### src/rtl/pmd_pkg.sv
// Package: shared encodings for the power-up mode detector.
// Assumes the upstream pad sensing delivers one 2-bit code per pin.
package pmd_pkg;

    // Decoded level of one clock pin
    typedef enum logic [1:0] {
        LVL_LOW   = 2'b00,
        LVL_HIGH  = 2'b01,
        LVL_FLOAT = 2'b10,
        LVL_BAD   = 2'b11
    } pin_lvl_e;

    // Sequencing state of the settle timer
    typedef enum logic {
        ST_SETTLE = 1'b0,
        ST_LOCKED = 1'b1
    } det_state_e;

endpackage

### src/rtl/pmd_settle_timer.sv
// Module: pmd_settle_timer
// Counts SETTLE_CYCLES clocks after reset release and raises a single
// sample request on the last one. It then parks until the next reset.
// Assumes SETTLE_CYCLES >= 1 and a synchronous active-low reset.
module pmd_settle_timer
    import pmd_pkg::*;
#(
    parameter int SETTLE_CYCLES = 16
) (
    input  logic clk,
    input  logic rst_n,
    output logic sample_now
);

    localparam int CNT_W = (SETTLE_CYCLES > 1) ? $clog2(SETTLE_CYCLES) : 1;
    localparam logic [CNT_W-1:0] LAST_CNT = CNT_W'(SETTLE_CYCLES - 1);

    det_state_e       state_q;
    logic [CNT_W-1:0] cnt_q;

    // Request a sample on the final cycle of the settle window
    always_comb begin
        sample_now = (state_q == ST_SETTLE) && (cnt_q == LAST_CNT);
    end

    // Advance the settle counter and lock after the sampling cycle
    always_ff @(posedge clk) begin
        if (!rst_n) begin
            state_q <= ST_SETTLE;
            cnt_q   <= '0;
        end else if (state_q == ST_SETTLE) begin
            if (cnt_q == LAST_CNT) begin
                state_q <= ST_LOCKED;
            end else begin
                cnt_q <= cnt_q + 1'b1;
            end
        end
    end

    AST_CNT_IN_WINDOW: assert property (@(posedge clk) disable iff (!rst_n)
        cnt_q <= LAST_CNT);

    AST_LOCK_STICKY: assert property (@(posedge clk) disable iff (!rst_n)
        (state_q == ST_LOCKED) |=> (state_q == ST_LOCKED) && !sample_now);

endmodule

### src/rtl/pmd_level_classify.sv
// Module: pmd_level_classify
// Flags whether one pin's decoded level is the floating code. Every other
// code, including the illegal one, counts as driven.
// Assumes the code is already synchronous to clk.
module pmd_level_classify
    import pmd_pkg::*;
(
    input  logic [1:0] lvl,
    output logic       is_float
);

    // Detect the floating code; low, high and illegal all count as driven
    always_comb begin
        is_float = (pin_lvl_e'(lvl) == LVL_FLOAT);
    end

endmodule

### src/rtl/pmd_decision_latch.sv
// Module: pmd_decision_latch
// Captures the mode on the sample request, pulses done for one cycle and
// holds the result until reset. It also derives the bias enable.
// Assumes sample_now fires at most once per reset session.
module pmd_decision_latch (
    input  logic clk,
    input  logic rst_n,
    input  logic sample_now,
    input  logic all_float,
    output logic mode_pb,
    output logic valid,
    output logic done,
    output logic bias_en
);

    logic mode_q;
    logic valid_q;
    logic done_q;

    // Latch the decision once and generate the done strobe
    always_ff @(posedge clk) begin
        if (!rst_n) begin
            mode_q  <= 1'b0;
            valid_q <= 1'b0;
            done_q  <= 1'b0;
        end else begin
            done_q <= sample_now && !valid_q;
            if (sample_now && !valid_q) begin
                mode_q  <= all_float;
                valid_q <= 1'b1;
            end
        end
    end

    // Keep the bias network on until a driven pin has been seen
    always_comb begin
        bias_en = !valid_q || mode_q;
    end

    assign mode_pb = mode_q;
    assign valid   = valid_q;
    assign done    = done_q;

    AST_DONE_SINGLE: assert property (@(posedge clk) disable iff (!rst_n)
        done_q |=> !done_q);

    AST_MODE_HELD: assert property (@(posedge clk) disable iff (!rst_n)
        valid_q |=> valid_q && $stable(mode_q));

    AST_PB_NEEDS_VALID: assert property (@(posedge clk) disable iff (!rst_n)
        !valid_q |-> !mode_q);

    AST_VALID_WITH_DONE: assert property (@(posedge clk) disable iff (!rst_n)
        $rose(valid_q) |-> done_q);

endmodule

### src/rtl/pwrup_mode_detect.sv
// Module: pwrup_mode_detect (top)
// Chooses pushbutton or pulse interface mode once after power-on reset from
// two three-level clock pins, and drives the pin bias-resistor enable.
// Assumes the pin codes are already synchronized and that rst_n is the supply reset.
module pwrup_mode_detect
    import pmd_pkg::*;
#(
    parameter int SETTLE_CYCLES = 16,
    parameter int NUM_PINS      = 2
) (
    input  logic       clk,
    input  logic       rst_n,
    input  logic [1:0] pin_a_lvl,
    input  logic [1:0] pin_b_lvl,
    output logic       mode_pushbutton,
    output logic       mode_valid,
    output logic       sample_done,
    output logic       bias_en
);

    logic [NUM_PINS-1:0][1:0] pin_lvl;
    logic [NUM_PINS-1:0]      pin_float;
    logic                     all_float;
    logic                     sample_now;

    assign pin_lvl[0] = pin_a_lvl;
    assign pin_lvl[1] = pin_b_lvl;

    // One classifier per pin
    for (genvar gi = 0; gi < NUM_PINS; gi++) begin : g_pin
        pmd_level_classify u_cls (
            .lvl      (pin_lvl[gi]),
            .is_float (pin_float[gi])
        );
    end

    // Pushbutton mode requires every pin to float
    always_comb begin
        all_float = &pin_float;
    end

    pmd_settle_timer #(
        .SETTLE_CYCLES (SETTLE_CYCLES)
    ) u_timer (
        .clk        (clk),
        .rst_n      (rst_n),
        .sample_now (sample_now)
    );

    pmd_decision_latch u_latch (
        .clk        (clk),
        .rst_n      (rst_n),
        .sample_now (sample_now),
        .all_float  (all_float),
        .mode_pb    (mode_pushbutton),
        .valid      (mode_valid),
        .done       (sample_done),
        .bias_en    (bias_en)
    );

    AST_BIAS_FOLLOWS_MODE: assert property (@(posedge clk) disable iff (!rst_n)
        mode_valid |-> (bias_en == mode_pushbutton));

    AST_BIAS_BEFORE_DECISION: assert property (@(posedge clk) disable iff (!rst_n)
        !mode_valid |-> bias_en);

    AST_PB_ONLY_ALL_FLOAT: assert property (@(posedge clk) disable iff (!rst_n)
        sample_now && ((pin_a_lvl != 2'b10) || (pin_b_lvl != 2'b10)) |=> !mode_pushbutton);

endmodule

### config.mk
export PLATFORM = sky130hd
export DESIGN_NAME = pwrup_mode_detect
export DESIGN_NICKNAME = d
export VERILOG_FILES = /design/src/rtl/pmd_pkg.sv /design/src/rtl/pmd_settle_timer.sv /design/src/rtl/pmd_level_classify.sv /design/src/rtl/pmd_decision_latch.sv /design/src/rtl/pwrup_mode_detect.sv
export SDC_FILE = /design/constraint.sdc
export NUM_CORES = 1
export LEC_CHECK = 0
export BUFFER_PORTS_ARGS = -buffer_cell sky130_fd_sc_hd__buf_2
export CELL_PAD_IN_SITES_DETAIL_PLACEMENT = 1
export CELL_PAD_IN_SITES_GLOBAL_PLACEMENT = 1
export CORE_AREA = 2 2 39 41
export DETAILED_ROUTE_END_ITERATION = 10
export DIE_AREA = 0 0 41 43
export GPL_TIMING_DRIVEN = 0
export PLACE_DENSITY = 0.58
export RECOVER_POWER = 50
export SLEW_MARGIN = 20
export SYNTH_ARGS = -nofsm -noshare
export SYNTH_HDL_FRONTEND = slang
export SYNTH_SLANG_ARGS = --single-unit
export TNS_END_PERCENT = 5
### constraint.sdc
create_clock -name clk -period 1.79 [get_ports clk]
set_clock_uncertainty 0.2 [all_clocks]
set_input_delay 0.537 -clock clk [delete_from_list [all_inputs] [get_ports clk]]
set_output_delay 0.537 -clock clk [all_outputs]
set_load 0.01 [all_outputs]
== After elaboration in Yosys (flattened, before gate mapping) ==
Cells that the tools add are included.
Widths: inputs -> output; s select.
Storage, ports and cells
  bits in read-only memories: 0
  register bits after elaboration: 8
  output and inout port bits: 4
  memories kept: 0
  bits in latches: 0
  logic and storage cells: 19
  RAM bits: 0
Operators by class
  muxes and demuxes: 2
  eq/ne operators: 3
  shift-type cells: 0
  div/mod/pow operators: 0
  bitwise operators: 2
  add/sub/neg operators: 1
  order comparisons: 0
  multipliers: 0
  reductions and logical operators: 6
Operators by type and width (count)
  $add 4x1->4 const B: 1
  $eq 2x2->1 const B: 2
  $eq 4x4->1 const B: 1
  $reduce_and 2->1: 2
  $logic_and 1x1->1: 2
  $mux 1: 2
  $not 1->1: 2
  $logic_not 1->1: 1
  $logic_or 1x1->1: 1

== Longest topological paths before layout ==
  depth in word-level cells: 3
  mapped depth: 4

== Hierarchy ==
Synthesis repeated with hierarchy kept, for this count alone.
Second synthesis, totals
  cells, all modules: 35
  area total of the unflattened synthesis: 359.1 um^2
Modules (own cells, without submodules)
  pmd_settle_timer: instances 1, area an instance 219.0 um^2, cells each 22, seq. area each 100.1 um^2
  pmd_decision_latch: instances 1, area an instance 106.4 um^2, cells each 10, seq. area each 60.1 um^2
  pmd_level_classify: instances 2, area an instance 13.8 um^2, cells each 1, seq. area each 0.0 um^2
  pwrup_mode_detect: instances 1, area an instance 6.3 um^2, cells each 1, seq. area each 0.0 um^2

== Least setup slack after synthesis ==
Ideal clock, no wire load.
  kind: register -> register
  start: register u_timer.cnt_q[0]
  end: register u_timer.cnt_q[3]
  cell stages (with the launch flop): 5
  setup slack: 0.435 ns
  arrival: 1.036 ns
  required time: 1.471 ns
  clock period less this slack: 1.355 ns
  cells stage by stage: dfxtp_1 > ha_1 > a31oi_4 > nand4_1 > mux2i_1
Between the ends
  cells in the longest elaborated chain, start to end: 3
  elaborated cells on any way between the ends: 4
Ends and longest elaborated chain
  from (decl): line pmd_settle_timer.sv:19  | logic [CNT_W-1:0] cnt_q;
  from (signal assigned): line pmd_settle_timer.sv:35  | cnt_q <= cnt_q + 1'b1;
  parallel branches: the longest is 3 deep, another holds $add 4x1->4
Several ways; the timed one is not identified.
A chain may end at the register's enable or synchronous reset.

== Worst setup path after layout ==
Same ends and word-level chain as after synthesis.

==> impl_results.md <==
- Via count: 288
- Slowest cell on crit path: a31oi_1
- Worst-path maximum fanout: 5
- Period minus WS final: 1.60 ns
- Die width: 41 um
- CP cell instances: ha_1, a31oi_1, nand4_1, mux2i_1
- Top delay family on crit path: compound AO/OA/AOI/OAI gates
- Clock Sink Count: 8
- VDD IR max: 0.308 mV
- Footprint of the multi-input gates: 163 um2
- Crit start category: flop
- CTS buffer count: 3
- Slew margin rel.: 69.8%
- DIE HEIGHT: 43 um
- Sequential fraction of the synthesis area: 45.9%
- Clock transition at path regs: 0.06 ns
- Worst Hold Class: reg2reg
- DRT iter0 DRCs: 0
- Number of global-route vias before repair: 323
- Pwr dens: 827 nW/um2
- Ys async rst share: 0%
- Avg Vias per Cell: 4.65
- Leakage: 0.168 nW
- Avg Cell Area, Syn: 10.3 um2
- Initial antenna violation count: 0
- Ys flop type: dfxtp_1
- R2r startpoint: u_timer.cnt_q[0]
- GRT Resource Usage Total: 11.5%
- Htree depth: 1
- Share of layout cells above drive strength 1: 23.9%
- Internal: 0.000274 W
- Most frequent cell after synthesis: dfxtp_1
- Row cnt: 14
- N_diodes: 0
- Setup Fix Bufs, Post-CTS: 0
- PostCTS Resize Cnt: 0
- Max stage delay on crit path: 0.40 ns
- Final net count: 55
- Warnings from Yosys: 0
- Post-synth EDFFs: 0
- Critical R2R Capture: u_timer.cnt_q[3]
- Largest net degree at the start of global routing: 11
- Switching Fraction: 21.3%
- Mapped Nets: 41
- Post-DR wirelength/cell: 11.8 um
- Dpl hpwl: 566 um
- RSZ-0062 raised after global routing: false
- Final Cycle Share: 89.5%
- Final setup fails: 0
- Reg power frac: 54.6%
- Flops & latches, synth: 8
- Hold path start: u_timer.cnt_q[1]
- DIE AREA: 1760 um2
- Reg2Reg Depth: 4
- Initial Util: 25.2%
- IO Count: 10
- First-pass GRT wire length: 1330 um
- Worst slew pin tran: 0.451 ns
- Cts hold-fix bufs: 0
- Leading area contributor after synthesis: dfxtp_1
- Critical path type: reg2reg
- WHS: 0.301 ns
- Worst skew pair latency: 0.25 ns
- DRT antenna net count: 0
- Hold Vio Cnt, Final: 0
- Synthesized cell area: 349 um2
- Drc violations: 0
- Reg area: 160 um2
- Clk pwr share: 38.8%
- Hold Path Sink: u_timer.cnt_q[1]
- Max Clk Rate: 0.624 GHz
- Switch Pwr: 0.0000742 W
- CTS tree: yes
- Port Buf Inserts: 9
- Layout Area Growth over Synthesis: 20.4%
- Core area: 1380 um2
- Max-cap check violation count: 0
- Routability congestion estimate: 0.642
- Maximum clock path buffer count: 2
- Crit end category: flop
- Top cell type's share of synthesized area: 45.9%
- Top post-synthesis cells by count: dfxtp_1 (8), nand2_1 (3)
- Gr ovfl total: 0
- Status: complete, no violations
- Hold path depth: 2
- Top post-synthesis cells by area: dfxtp_1 (46%), a31oi_4 (6.1%), nor4bb_1 (5.7%), nor3b_1 (4.3%), ha_1 (3.6%)
- Root buffer cell: clkbuf_4
- Comb power frac: 6.6%
- WP data required: 1.73 ns
- Setup TNS: 0 ns
- Max-slew violations: 0
- WL final: 731 um
- DR pass1 iterations: 1
- Yosys cell types: 21
- FILL cells: 174
- Post-synthesis instance total: 34
- Crit path buffers/inverters: 0
- Crit path DAT: 1.54 ns
- R2r setup slk: 0.19 ns
==> worst min-delay path, cell delays in order (launching register included) <==
cell     delay, ns
dfxtp_1       0.33
nand2_1       0.06
o21ai_0       0.06
==> cell usage in the layout (no fill, tap or decap), drive strengths merged, types with 2 or more instances in the layout <==
master and count:
dfxtp 8, buf 8, inv 2, clkbuf 5, nand2b 2, nor4bb 2
nor3b 2, nand2 3
==> power by group through the flow <==
stage / logic [W] / clock network [W] / registers (W)
6_report: 0.0000231 / 0.000135 / 0.000190
5_1_grt: 0.0000271 / 0.000157 / 0.000191
4_1_cts: 0.0000248 / 0.000140 / 0.000191
3_5_place_dp: 0.0000240 / 0 / 0.000194
3_3_place_gp: 0.0000225 / 0 / 0.000194
2_1_floorplan: 0.0000157 / 0 / 0.000193
==> worst max path at each step <==
stage	slack, ns	startpoint	endpoint	depth (start not counted)
after CTS	0.19	u_latch.valid	bias_en	2
after floorplan	0.43	u_timer.cnt_q[0]	u_timer.cnt_q[3]	4
after global routing	0.08	u_timer.cnt_q[0]	u_timer.cnt_q[3]	4
after detailed placement	0.24	rst_n	u_latch.mode_pb	4
final	0.19	u_timer.cnt_q[0]	u_timer.cnt_q[3]	4
after global placement	0.32	rst_n	u_latch.mode_pb	4
==> registers in the layout (all words and copies together) (netlist names) <==
name / count
u_latch.mode_pb: 1
u_timer.state_q: 1
u_latch.done: 1
u_timer.cnt_q: 4
u_latch.valid: 1
==> final cells by class <==
class	instances	share of cell area, %
multi-input combinational	23	38.7
sequential	8	38.1
timing repair buffer	9	10.4
clock buffer	3	5.36
tap	16	4.76
inverter	2	1.79
buffer	1	0.893
==> layer usage <==
| metal | GRT usage (%) | vias up | part of all wire [%] |
|---|---|---|---|
| li1 | - | 146 | - |
| met1 | 13.1 | 136 | 40 |
| met2 | 17.5 | 6 | 56 |
| met3 | 4.71 | 0 | 4.1 |
| met4 | 6.00 | 0 | 0 |
| met5 | 0 | - | 0 |
==> cell families after synthesis <==
group / Yosys count / share of synthesized area [%]
buffers and inverters: 3 / 3.23
DFF: 8 / 45.9
and+or+nand+nor: 14 / 26.5
AOI/OAI and AO/OA: 6 / 15.4
xor gates and xnor gates: 1 / 2.51
muxes: 1 / 2.87
adders and majority gates: 1 / 3.58
==> through the flow <==
| step | util [%] | worst slack, ns | cell area, um2 | std cells | power, W |
|---|---|---|---|---|---|
| 2_1_floorplan | - | 0.435 | 349 | 34 | 0.000208 |
| 3_3_place_gp | 29.9 | 0.316 | 414 | 59 | 0.000216 |
| 3_5_place_dp | 29.9 | 0.237 | 414 | 59 | 0.000218 |
| 4_1_cts | 31.6 | 0.186 | 437 | 62 | 0.000355 |
| 5_1_grt | 30.4 | 0.0812 | 420 | 62 | 0.000374 |
| 6_report | 30.4 | 0.188 | 420 | 62 | 0.000348 |
Power figures use the tool's default switching activity.
